$ cat src/rtl/tslot_pkg.sv
// Shared types for the time-slotted two-port memory arbiter.
// Assumes exactly two client ports; the port identifier is one bit.
package tslot_pkg;

    localparam int NUM_PORTS = 2;

    // Identifies a client port; the encoding matches a slot-table bit.
    typedef enum logic {
        PORT0 = 1'b0,
        PORT1 = 1'b1
    } port_id_e;

    // Record kept for each operation the controller has begun.
    typedef struct packed {
        port_id_e owner;
        logic     is_rd;
    } op_tag_t;

endpackage

$ cat src/rtl/tslot_sched.sv
// Slot scheduler: walks the slot table one entry per clock and picks the
// port whose request goes to the controller this cycle.
// Assumes: a request is held by its client until begun; hold_off masks
// all grants (set when no tag space is left).
module tslot_sched
    import tslot_pkg::*;
#(
    parameter int             SLOTS    = 16,
    parameter logic [SLOTS-1:0] SLOT_MAP = 16'hC0F0
) (
    input  logic                 clk,
    input  logic                 rst_n,
    input  logic [NUM_PORTS-1:0] req,
    input  logic                 hold_off,
    input  logic                 mc_begun,
    output logic                 gnt_valid,
    output port_id_e             gnt_port
);

    localparam int PTR_W = (SLOTS > 1) ? $clog2(SLOTS) : 1;
    localparam logic [PTR_W-1:0] LAST_SLOT = PTR_W'(SLOTS - 1);

    logic [PTR_W-1:0] slot_ptr;
    logic             locked;
    port_id_e         lock_port;
    port_id_e         owner;
    port_id_e         other;
    logic             pick_valid;
    port_id_e         pick_port;

    // Advance the slot pointer every cycle, wrapping at the table end.
    always_ff @(posedge clk) begin
        if (!rst_n) begin
            slot_ptr <= '0;
        end else if (slot_ptr == LAST_SLOT) begin
            slot_ptr <= '0;
        end else begin
            slot_ptr <= slot_ptr + 1'b1;
        end
    end

    assign owner = port_id_e'(SLOT_MAP[slot_ptr]);
    assign other = (owner == PORT0) ? PORT1 : PORT0;

    // Choose the locked port, else the slot owner, else the idle owner's peer.
    always_comb begin
        pick_port  = owner;
        pick_valid = 1'b0;
        if (locked) begin
            pick_port  = lock_port;
            pick_valid = req[lock_port];
        end else if (req[owner]) begin
            pick_port  = owner;
            pick_valid = 1'b1;
        end else if (req[other]) begin
            pick_port  = other;
            pick_valid = 1'b1;
        end
    end

    assign gnt_valid = pick_valid & ~hold_off;
    assign gnt_port  = pick_port;

    // Keep the grant on a presented request until the controller begins it.
    always_ff @(posedge clk) begin
        if (!rst_n) begin
            locked    <= 1'b0;
            lock_port <= PORT0;
        end else begin
            locked    <= gnt_valid & ~mc_begun;
            lock_port <= gnt_port;
        end
    end

endmodule

$ cat src/rtl/tslot_tag_fifo.sv
// Ordered store of tags for operations the controller has begun.
// Pushed on begun, popped on done; the oldest tag steers completions.
// Assumes done never arrives in the same cycle as the begun it retires.
module tslot_tag_fifo
    import tslot_pkg::*;
#(
    parameter int DEPTH = 4
) (
    input  logic                 clk,
    input  logic                 rst_n,
    input  logic                 push,
    input  op_tag_t              push_tag,
    input  logic                 pop,
    output op_tag_t              head_tag,
    output logic                 head_valid,
    output logic                 full,
    output logic [NUM_PORTS-1:0] rd_pend
);

    localparam int IDX_W = (DEPTH > 1) ? $clog2(DEPTH) : 1;
    localparam logic [IDX_W-1:0] LAST_IDX = IDX_W'(DEPTH - 1);

    logic [IDX_W-1:0] wr_idx;
    logic [IDX_W-1:0] rd_idx;
    logic [DEPTH-1:0] vld_w;
    op_tag_t          tag_w [DEPTH];
    logic [DEPTH-1:0] rd_hit0;
    logic [DEPTH-1:0] rd_hit1;
    logic             do_push;
    logic             do_pop;

    assign head_valid = vld_w[rd_idx];
    assign head_tag   = tag_w[rd_idx];
    assign full       = vld_w[wr_idx];
    assign do_push    = push & ~full;
    assign do_pop     = pop & head_valid;

    // Step the write and read indices around the ring.
    always_ff @(posedge clk) begin
        if (!rst_n) begin
            wr_idx <= '0;
            rd_idx <= '0;
        end else begin
            if (do_push) begin
                wr_idx <= (wr_idx == LAST_IDX) ? '0 : wr_idx + 1'b1;
            end
            if (do_pop) begin
                rd_idx <= (rd_idx == LAST_IDX) ? '0 : rd_idx + 1'b1;
            end
        end
    end

    for (genvar i = 0; i < DEPTH; i++) begin : g_entry
        logic    vld_r;
        op_tag_t tag_r;

        // Hold one tag entry and its occupancy flag.
        always_ff @(posedge clk) begin
            if (!rst_n) begin
                vld_r <= 1'b0;
                tag_r <= '0;
            end else if (do_push && (wr_idx == IDX_W'(i))) begin
                vld_r <= 1'b1;
                tag_r <= push_tag;
            end else if (do_pop && (rd_idx == IDX_W'(i))) begin
                vld_r <= 1'b0;
            end
        end

        assign vld_w[i]   = vld_r;
        assign tag_w[i]   = tag_r;
        assign rd_hit0[i] = vld_r & tag_r.is_rd & (tag_r.owner == PORT0);
        assign rd_hit1[i] = vld_r & tag_r.is_rd & (tag_r.owner == PORT1);
    end

    assign rd_pend[0] = |rd_hit0;
    assign rd_pend[1] = |rd_hit1;

endmodule

$ cat src/rtl/tslot_resp_route.sv
// Per-port response steering: passes controller indications to one port
// only when that port owns the current grant or the oldest tag.
// Assumes head_tag is meaningful only while head_valid is high.
module tslot_resp_route
    import tslot_pkg::*;
#(
    parameter int       DATA_W = 16,
    parameter port_id_e ME     = PORT0
) (
    input  logic              gnt_valid,
    input  port_id_e          gnt_port,
    input  logic              head_valid,
    input  op_tag_t           head_tag,
    input  logic              mc_begun,
    input  logic              mc_early_begun,
    input  logic              mc_done,
    input  logic              mc_rd_done,
    input  logic [DATA_W-1:0] mc_rdata,
    output logic              begun,
    output logic              early_begun,
    output logic              done,
    output logic              rd_done,
    output logic [DATA_W-1:0] rdata
);

    logic issue_mine;
    logic head_mine;

    // Decide whether this port owns the issue side and the completion side.
    always_comb begin
        issue_mine = gnt_valid && (gnt_port == ME);
        head_mine  = head_valid && (head_tag.owner == ME);
    end

    // Gate each indication with its owner match.
    always_comb begin
        begun       = mc_begun & issue_mine;
        early_begun = mc_early_begun & issue_mine;
        done        = mc_done & head_mine;
        rd_done     = mc_rd_done & head_mine & head_tag.is_rd;
        rdata       = rd_done ? mc_rdata : '0;
    end

endmodule

$ cat src/rtl/tslot_mem_arbiter.sv
// Two-port memory arbiter top: time-slot scheduling onto one controller
// host interface, with per-port response steering by operation tag.
// Assumes the controller completes operations in begun order with one
// done per operation, and raises read done together with done for reads.
module tslot_mem_arbiter
    import tslot_pkg::*;
#(
    parameter int               ADDR_W    = 24,
    parameter int               DATA_W    = 16,
    parameter int               SLOTS     = 16,
    parameter logic [SLOTS-1:0] SLOT_MAP  = 16'hC0F0,
    parameter int               TAG_DEPTH = 4
) (
    input  logic              clk,
    input  logic              rst_n,
    input  logic              p0_rst_n,
    input  logic              p0_rd,
    input  logic              p0_wr,
    input  logic [ADDR_W-1:0] p0_addr,
    input  logic [DATA_W-1:0] p0_wdata,
    output logic              p0_begun,
    output logic              p0_early_begun,
    output logic              p0_done,
    output logic              p0_rd_done,
    output logic              p0_rd_pending,
    output logic [DATA_W-1:0] p0_rdata,
    input  logic              p1_rst_n,
    input  logic              p1_rd,
    input  logic              p1_wr,
    input  logic [ADDR_W-1:0] p1_addr,
    input  logic [DATA_W-1:0] p1_wdata,
    output logic              p1_begun,
    output logic              p1_early_begun,
    output logic              p1_done,
    output logic              p1_rd_done,
    output logic              p1_rd_pending,
    output logic [DATA_W-1:0] p1_rdata,
    output logic              mc_rd,
    output logic              mc_wr,
    output logic [ADDR_W-1:0] mc_addr,
    output logic [DATA_W-1:0] mc_wdata,
    input  logic              mc_begun,
    input  logic              mc_early_begun,
    input  logic              mc_done,
    input  logic              mc_rd_done,
    input  logic [DATA_W-1:0] mc_rdata
);

    logic [NUM_PORTS-1:0] p_rd;
    logic [NUM_PORTS-1:0] p_wr;
    logic [NUM_PORTS-1:0] p_req;
    logic [ADDR_W-1:0]    p_addr  [NUM_PORTS];
    logic [DATA_W-1:0]    p_wdata [NUM_PORTS];
    logic [NUM_PORTS-1:0] r_begun;
    logic [NUM_PORTS-1:0] r_early;
    logic [NUM_PORTS-1:0] r_done;
    logic [NUM_PORTS-1:0] r_rd_done;
    logic [DATA_W-1:0]    r_rdata [NUM_PORTS];
    logic [NUM_PORTS-1:0] rd_pend;

    logic     sched_gnt_valid;
    port_id_e sched_gnt_port;
    logic     tags_full;
    logic     head_valid;
    op_tag_t  head_tag;
    op_tag_t  new_tag;
    logic     sel_rd;
    logic     sel_wr;

    // Gather client inputs, masking requests of a port held in reset.
    always_comb begin
        p_rd[0]    = p0_rd & p0_rst_n;
        p_wr[0]    = p0_wr & p0_rst_n;
        p_rd[1]    = p1_rd & p1_rst_n;
        p_wr[1]    = p1_wr & p1_rst_n;
        p_addr[0]  = p0_addr;
        p_addr[1]  = p1_addr;
        p_wdata[0] = p0_wdata;
        p_wdata[1] = p1_wdata;
        p_req      = p_rd | p_wr;
    end

    tslot_sched #(
        .SLOTS    (SLOTS),
        .SLOT_MAP (SLOT_MAP)
    ) u_sched (
        .clk       (clk),
        .rst_n     (rst_n),
        .req       (p_req),
        .hold_off  (tags_full),
        .mc_begun  (mc_begun),
        .gnt_valid (sched_gnt_valid),
        .gnt_port  (sched_gnt_port)
    );

    // Drive the controller request from the granted port; read wins over write.
    always_comb begin
        sel_rd   = sched_gnt_valid & p_rd[sched_gnt_port];
        sel_wr   = sched_gnt_valid & p_wr[sched_gnt_port] & ~p_rd[sched_gnt_port];
        mc_rd    = sel_rd;
        mc_wr    = sel_wr;
        mc_addr  = sched_gnt_valid ? p_addr[sched_gnt_port]  : '0;
        mc_wdata = sched_gnt_valid ? p_wdata[sched_gnt_port] : '0;
        new_tag.owner = sched_gnt_port;
        new_tag.is_rd = sel_rd;
    end

    tslot_tag_fifo #(
        .DEPTH (TAG_DEPTH)
    ) u_tags (
        .clk        (clk),
        .rst_n      (rst_n),
        .push       (mc_begun & sched_gnt_valid),
        .push_tag   (new_tag),
        .pop        (mc_done),
        .head_tag   (head_tag),
        .head_valid (head_valid),
        .full       (tags_full),
        .rd_pend    (rd_pend)
    );

    for (genvar g = 0; g < NUM_PORTS; g++) begin : g_port
        tslot_resp_route #(
            .DATA_W (DATA_W),
            .ME     (port_id_e'(g))
        ) u_route (
            .gnt_valid      (sched_gnt_valid),
            .gnt_port       (sched_gnt_port),
            .head_valid     (head_valid),
            .head_tag       (head_tag),
            .mc_begun       (mc_begun),
            .mc_early_begun (mc_early_begun),
            .mc_done        (mc_done),
            .mc_rd_done     (mc_rd_done),
            .mc_rdata       (mc_rdata),
            .begun          (r_begun[g]),
            .early_begun    (r_early[g]),
            .done           (r_done[g]),
            .rd_done        (r_rd_done[g]),
            .rdata          (r_rdata[g])
        );
    end

    // Fan the steered indications out to the named port pins.
    always_comb begin
        p0_begun       = r_begun[0];
        p0_early_begun = r_early[0];
        p0_done        = r_done[0];
        p0_rd_done     = r_rd_done[0];
        p0_rd_pending  = rd_pend[0];
        p0_rdata       = r_rdata[0];
        p1_begun       = r_begun[1];
        p1_early_begun = r_early[1];
        p1_done        = r_done[1];
        p1_rd_done     = r_rd_done[1];
        p1_rd_pending  = rd_pend[1];
        p1_rdata       = r_rdata[1];
    end

endmodule

$ cat config.mk
export PLATFORM = sky130hd
export DESIGN_NAME = tslot_mem_arbiter
export DESIGN_NICKNAME = d
export VERILOG_FILES = /design/src/rtl/tslot_pkg.sv /design/src/rtl/tslot_sched.sv /design/src/rtl/tslot_tag_fifo.sv /design/src/rtl/tslot_resp_route.sv /design/src/rtl/tslot_mem_arbiter.sv
export SDC_FILE = /design/constraint.sdc
export NUM_CORES = 1
export LEC_CHECK = 0
export BUFFER_PORTS_ARGS = -buffer_cell sky130_fd_sc_hd__clkbuf_2
export CORE_UTILIZATION = 44
export CTS_CLUSTER_SIZE = 24
export DETAILED_ROUTE_END_ITERATION = 12
export PLACE_DENSITY = 0.87
export SLEW_MARGIN = 15
export SYNTH_ARGS = -nofsm -noshare
export SYNTH_HDL_FRONTEND = slang
export SYNTH_HIERARCHICAL = 1
export SYNTH_SLANG_ARGS = --single-unit
$ cat constraint.sdc
create_clock -name clk -period 4.4 [get_ports clk]
set_clock_uncertainty 0.15 [all_clocks]
set_input_delay 0.66 -clock clk [delete_from_list [all_inputs] [get_ports clk]]
set_output_delay 0.66 -clock clk [all_outputs]
set_load 0.1 [all_outputs]
Word level (Yosys, flattened, before mapping)

Memories as Yosys holds them, arrays and structs flattened. A register that Yosys moved wholly into a read port is not among the register bits.
Cells that the tools add are included.

Memories: 1
Bits in read-only memories: 16
Register bits: 22
Output and inout bits: 84

Memory list:

| memory          | depth | width | read ports | clocked after Yosys merged registers in | write ports | RTL line          | RTL |
|---|---|---|---|---|---|---|---|
| (no name shown) | 16    | 1     | 1          | 1                                       | 0           | tslot_sched.sv:42 | `assign owner = port_id_e'(SLOT_MAP[slot_ptr]);` |

Equality and inequality tests: 7
Reduce and logical (&&, ||, !) cells: 21
Muxes and demuxes: 46
Order comparisons: 9
$add $sub $neg: 3
Bitwise logic cells: 47

Operators with widths:

| kind                                                        | count |
|---|---|
| two-way mux 16 bit                                          | 6 |
| two-way mux 24 bit                                          | 4 |
| bitwise AND 1 bit                                           | 34 |
| two-way mux 1 bit                                           | 28 |
| logical AND 1 bit                                           | 12 |
| NOT 1 bit                                                   | 10 |
| equality test 2 bit (second input constant)                 | 4 |
| less-than comparator 1 x 2 -> 1 bit (second input constant) | 4 |
| two-way mux 2 bit                                           | 4 |
| nonzero test 2 bit                                          | 4 |
| OR reduction 4 bit                                          | 2 |
| less-than comparator 2 x 3 -> 1 bit (second input constant) | 2 |
| less-than comparator 4 x 5 -> 1 bit (second input constant) | 1 |
| adder 2 x 1 -> 2 bit (second input constant)                | 2 |
| adder 4 x 1 -> 4 bit (second input constant)                | 1 |
| binary-select mux 1 bit (select 2 bit)                      | 2 |
| binary-select mux 2 bit (select 2 bit)                      | 1 |
| equality test 2 x 1 -> 1 bit (second input constant)        | 2 |
| equality test 4 bit (second input constant)                 | 1 |
| logical NOT 2 bit                                           | 2 |
| two-way mux 4 bit                                           | 1 |
| greater-or-equal comparator 3 bit (second input constant)   | 1 |
| NOT 2 -> 3 bit                                              | 1 |
| greater-or-equal comparator 2 bit (second input constant)   | 1 |
| 3 further kinds                                             | 3 |

Longest topological paths before layout

Depth in word-level cells: 13
Gate-level depth with buffers: 11

Hierarchy

The synthesis kept the hierarchy.

By module, submodules not included:

| module                                | times used | cells an instance | seq. area each (µm²) | area an instance (µm²) |
|---|---|---|---|---|
| tslot_tag_fifo                        | 1          | 113               | 320.3                | 1009.7 |
| tslot_mem_arbiter                     | 1          | 99                | 0.0                  | 840.8 |
| tslot_sched                           | 1          | 34                | 140.1                | 315.3 |
| tslot_resp_route at g_port[1].u_route | 1          | 22                | 0.0                  | 181.4 |
| tslot_resp_route at g_port[0].u_route | 1          | 21                | 0.0                  | 172.7 |

Worst setup path after synthesis

Ideal clock, no wire load.

Path kind: input -> output
From: in p0_rd
To: out mc_addr[10]
Path slack: 0.636 ns
Data arrival time: 2.954 ns
Required time: 3.590 ns
Stages on the path: 8
Buffers on the path: 2
Path through: o21a_1 nor2b_1 o211ai_1 nand2_1 buf_6 buf_8 mux2i_1 nor2b_1

Longest elaborated chain between the ends: 12
Elaborated cells between the ends (all ways): 20
Those cells by class: mux (16); bitwise (4)

RTL lines:

| item                                                     | RTL line                 | RTL |
|---|---|---|
| start: declaration                                       | tslot_mem_arbiter.sv:17  | `input logic p0_rd,` |
| bitwise AND 1 bit *                                      | tslot_mem_arbiter.sv:72  | `p_rd[0] = p0_rd & p0_rst_n;` |
| OR 2 bit *                                               | tslot_mem_arbiter.sv:80  | `p_req = p_rd \| p_wr;` |
| two-way mux 1 bit (implied by the code) (2 in series)    | tslot_sched.sv:55        | `end else if (req[other]) begin` |
| two-way mux 1 bit                                        | tslot_sched.sv:55        |  |
| two-way mux 1 bit *                                      | tslot_sched.sv:52        | `end else if (req[owner]) begin` |
| two-way mux 1 bit *                                      | tslot_sched.sv:49        | `if (locked) begin` |
| via sched_gnt_port                                       | tslot_mem_arbiter.sv:62  | `port_id_e sched_gnt_port;` |
| NOT 1 -> 2 bit (implied by the code) *                   | tslot_mem_arbiter.sv:102 | `mc_addr = sched_gnt_valid ? p_addr[sched_gnt_port] : '0;` |
| two-way mux 24 bit (implied by the code) * (3 in series) | tslot_mem_arbiter.sv:102 |  |
| two-way mux 24 bit *                                     | tslot_mem_arbiter.sv:102 |  |
| end: declaration                                         | tslot_mem_arbiter.sv:40  | `output logic [ADDR_W-1:0] mc_addr,` |

The timed path passes the listed nets; every way through them passes the cells marked *. The select of a mux whose other input is x is not followed.

Final worst setup path

From: reg u_tags.wr_idx[0]
To: out mc_wr

Longest elaborated chain between the ends: 6

RTL lines:

| item                                    | RTL line                | RTL |
|---|---|---|
| start: declaration                      | tslot_tag_fifo.sv:23    | `logic [IDX_W-1:0] wr_idx;` |
| start signal: assignment                | tslot_tag_fifo.sv:45    | `wr_idx <= (wr_idx == LAST_IDX) ? '0 : wr_idx + 1'b1;` |
| binary-select mux 1 bit (select 2 bit)  | tslot_tag_fifo.sv:34    | `assign full = vld_w[wr_idx];` |
| two-way mux 1 bit (implied by the code) | tslot_tag_fifo.sv:34    |  |
| via tags_full                           | tslot_mem_arbiter.sv:63 | `logic tags_full;` |
| NOT 1 bit                               | tslot_sched.sv:61       | `assign gnt_valid = pick_valid & ~hold_off;` |
| bitwise AND 1 bit                       | tslot_sched.sv:61       |  |
| via sched_gnt_valid                     | tslot_mem_arbiter.sv:61 | `logic sched_gnt_valid;` |
| bitwise AND 1 bit (2 in series)         | tslot_mem_arbiter.sv:99 | `sel_wr = sched_gnt_valid & p_wr[sched_gnt_port] & ~p_rd[sched_gnt_port];` |
| end: declaration                        | tslot_mem_arbiter.sv:39 | `output logic mc_wr,` |

The timed path passes the listed nets, and every way through them passes these cells. The select of a mux whose other input is x is not followed.

==> results.sh <==
export IMPL_status="complete, no violations"
export IMPL_slew_headroom=0.562
export IMPL_yosys_cell_count_top_type="mux2i_1"
export IMPL_core_area_um2=5510
export IMPL_routed_wirelength_um=7550
export IMPL_hold_path_class="reg -> reg"
export IMPL_grtUsageTotal=0.234
export IMPL_finish_instance_area_um2=3480
export IMPL_route_detailed_drc=0
export IMPL_syn_to_final_growth_pct=38.2
export IMPL_crit_type="reg -> out"
export IMPL_viasPerCell=5.15
export IMPL_multiInputGateArea_um2=1890
export IMPL_drt_iter0_drc=128
export IMPL_avgSynthCellArea_um2=8.72
export IMPL_synthDistinctLibCells=46
export IMPL_wl_per_cell_um=13.9
export IMPL_crit_fanout=48
export IMPL_gp_congestion=0.842
export IMPL_clock_path_buffers=2
export IMPL_grt_max_degree=49
export IMPL_numCtsBuffers=3
export IMPL_finalNetCount=587
export IMPL_synth_edf_count=0
export IMPL_antenna_found_initial=1
export IMPL_fin_crit_sh=0.835
export IMPL_hold_viol_final=0
export IMPL_p_per_area_nw_per_um2=382
export IMPL_dieHeight_um=77.7
export IMPL_synth_mux_area_frac=0.234
export IMPL_cp_slowest_cell="and2b_2"
export IMPL_synth_xor_area_frac=0.00695
export IMPL_utilization=0.633
export IMPL_initial_utilization=0.458
export IMPL_p_comb_frac=0.719
export IMPL_end_kind="primary output"
export IMPL_path_cells="mux2_4 > nor2_1 > a21oi_1 > a21oi_1 > and2b_2 > nand4_1 > a21oi_2 > clkbuf_2"
export IMPL_dr_pass1_iters=4
export IMPL_insertion_delay_ns=0.26
export IMPL_timing_final_ws_setup_ns=0.727
export IMPL_clockRootBuffer="clkbuf_8"
export IMPL_synth_warnings=6
export IMPL_rrSetupSlack_ns=1.49
export IMPL_total_power_mw=1.33
export IMPL_p_clk_frac=0.096
export IMPL_place_area_um2=3440
export IMPL_syn_instance_count=289
export IMPL_synth_compound_area_frac=0.100
export IMPL_path_clk_slew_ns=0.07
export IMPL_overflow=0
export IMPL_hold_buffers=0
export IMPL_dieArea_um2=6030
export IMPL_portBuffers=191
export IMPL_leakage_nw=1.82
export IMPL_synth_area_leaders="mux2i_1 (21%), dfxtp_1 (18%), nor2b_1 (10%), and2_2 (7.1%), ha_1 (4.5%)"
export IMPL_arrival_ns=2.86
export IMPL_tns_ns=0
export IMPL_die_w_um=77.7
export IMPL_fmax_mhz=272
export IMPL_ys_seq_elements=23
export IMPL_grt_pass1_wl_um=11500
export IMPL_p_sw_mw=0.840
export IMPL_pre_cts_ws_ns=0.866
export IMPL_seq_area_um2=460
export IMPL_syn_area_um2=2520
export IMPL_synthesis_nets=406
export IMPL_drive_above_1_share=0.525
export IMPL_power_internal_mw=0.491
export IMPL_path_common_cell="a21oi_1"
export IMPL_grt_pass1_vias=2448
export IMPL_min_period_ns=3.67
export IMPL_cts_sinks=23
export IMPL_async_flop_share=0
export IMPL_cap_viol_max_count=0
export IMPL_ioPinCount=192
export IMPL_startpoint_type="register"
export IMPL_ctsResizeCount=0
export IMPL_synth_seq_area_share=0.183
export IMPL_vias=2791
export IMPL_power_frac_seq=0.185
export IMPL_cpPeakStageDelay_ns=0.60
export IMPL_tightest_slew_ns=0.656
export IMPL_synth_adder_area_share=0.0447
export IMPL_synth_top_area_frac=0.211
export IMPL_synth_common_cells="mux2i_1 (53), nor2b_1 (42), nand2_1 (25)"
export IMPL_cp_required_ns=3.59
export IMPL_ir_worst_vdd_v=0.000345
export IMPL_synth_top_area_cell="mux2i_1"
export IMPL_dpl_hpwl_um=6370
export IMPL_drtAntennaViolNets=0
export IMPL_synth_top_family_by_area="simple AND/OR/NAND/NOR gates"
export IMPL_rsz0062_at_grt="false"
export IMPL_fillers=471
export IMPL_cts_tree="built"
export IMPL_setup_viol_count_final=0
export IMPL_synth_simple_gate_area_frac=0.363
export IMPL_postCtsSetupBuffers=0
export IMPL_rows=27
export IMPL_slew_violations=0
export IMPL_switching_share=0.631
export IMPL_cts_max_level=1
export IMPL_synth_ff_type="dfxtp_1"
==> metal layers <==
metal	routed length, µm	vias up	GRT usage
li1	-	1367	-
met1	3060	1282	0.282
met2	3820	130	0.424
met3	545	12	0.0506
met4	131	0	0.0472
met5	0	-	0
==> power groups by stage <==
stage               clock network [mW]  logic [mW]  registers [mW]
floorplan                            0       0.828           0.241
global placement                     0       0.945           0.249
detailed placement                   0       0.956           0.251
CTS                              0.129       0.958           0.246
global route                     0.140       0.995           0.249
finish                           0.127       0.957           0.246
==> through the flow <==
| stage | std cells | hold slack (ns) |
|---|---|---|
| 3_3_place_gp | 537 | 0.308 |
| 6_report | 542 | 0.340 |
| 2_1_floorplan | 289 | 0.291 |
| 4_1_cts | 541 | 0.348 |
| 3_5_place_dp | 537 | 0.330 |
| 5_1_grt | 542 | 0.370 |
==> worst max-delay path: cells and delay by family, from the launching register on <==
kind | cells | cell delay [ns]
simple gates | 3 | 0.91
mux | 1 | 0.36
compound gates | 3 | 0.35
flops | 1 | 0.50
buf+inv | 1 | 0.47
==> cells in the final DEF, fill, tap and decap left out, drive strengths merged, types with 2 or more instances in the layout <==
master     n
o211ai     3
buf        2
nand3     11
nand2     25
and2      35
and3b      3
a21oi      5
nand4b     2
and3       5
clkbuf   195
xor2       2
nor2       7
dfxtp     23
mux4       2
o21ai     10
nand3b     2
a21boi     6
nor2b     42
o21a       3
mux2i     53
a21o       2
nand2b     2
o2111ai    3
ha         9
nand4      2
inv        6
==> layout make-up <==
cell class	instances	share of cell area
flip-flops and latches	23	0.132
repair buffers	193	0.279
well taps	72	0.0259
diodes	1	0.000718
inverters	6	0.00647
multi-input cells	243	0.543
clock buffers	4	0.0129
==> cells by family (layout without fill, tap and decap cells) <==
group,Yosys count,count (layout)
adder cells (fa/ha/maj),9,9
buffers and inverters,23,203
multiplexers,56,56
XOR/XNOR,2,2
AO/OA/AOI/OAI,35,35
other,0,1
AND/OR/NAND/NOR,141,141
flip-flops,23,23
==> state kept, by name, summed over array words and instances, names as in the netlist <==
| signal | count |
|---|---|
| u_sched/lock_port | 1 |
| u_sched/locked | 1 |
| u_sched/owner | 1 |
| u_sched/slot_ptr | 4 |
| u_tags/g_entry.tag_r | 8 |
| u_tags/g_entry.vld_r | 4 |
| u_tags/rd_idx | 2 |
| u_tags/wr_idx | 2 |
==> path summary, 6_finish.rpt <==
| kind | cells after the start | start | to |
|---|---|---|---|
| max reg2reg | 9 | u_tags/wr_idx[0] | u_tags/g_entry[1].tag_r[1] |
| max | 8 | u_tags/wr_idx[0] | mc_wr |
| min reg2reg | 1 | u_sched/slot_ptr[0] | u_sched/slot_ptr[0] |
| min | 1 | u_sched/slot_ptr[0] | u_sched/slot_ptr[0] |
Power figures use the tool's default switching activity.
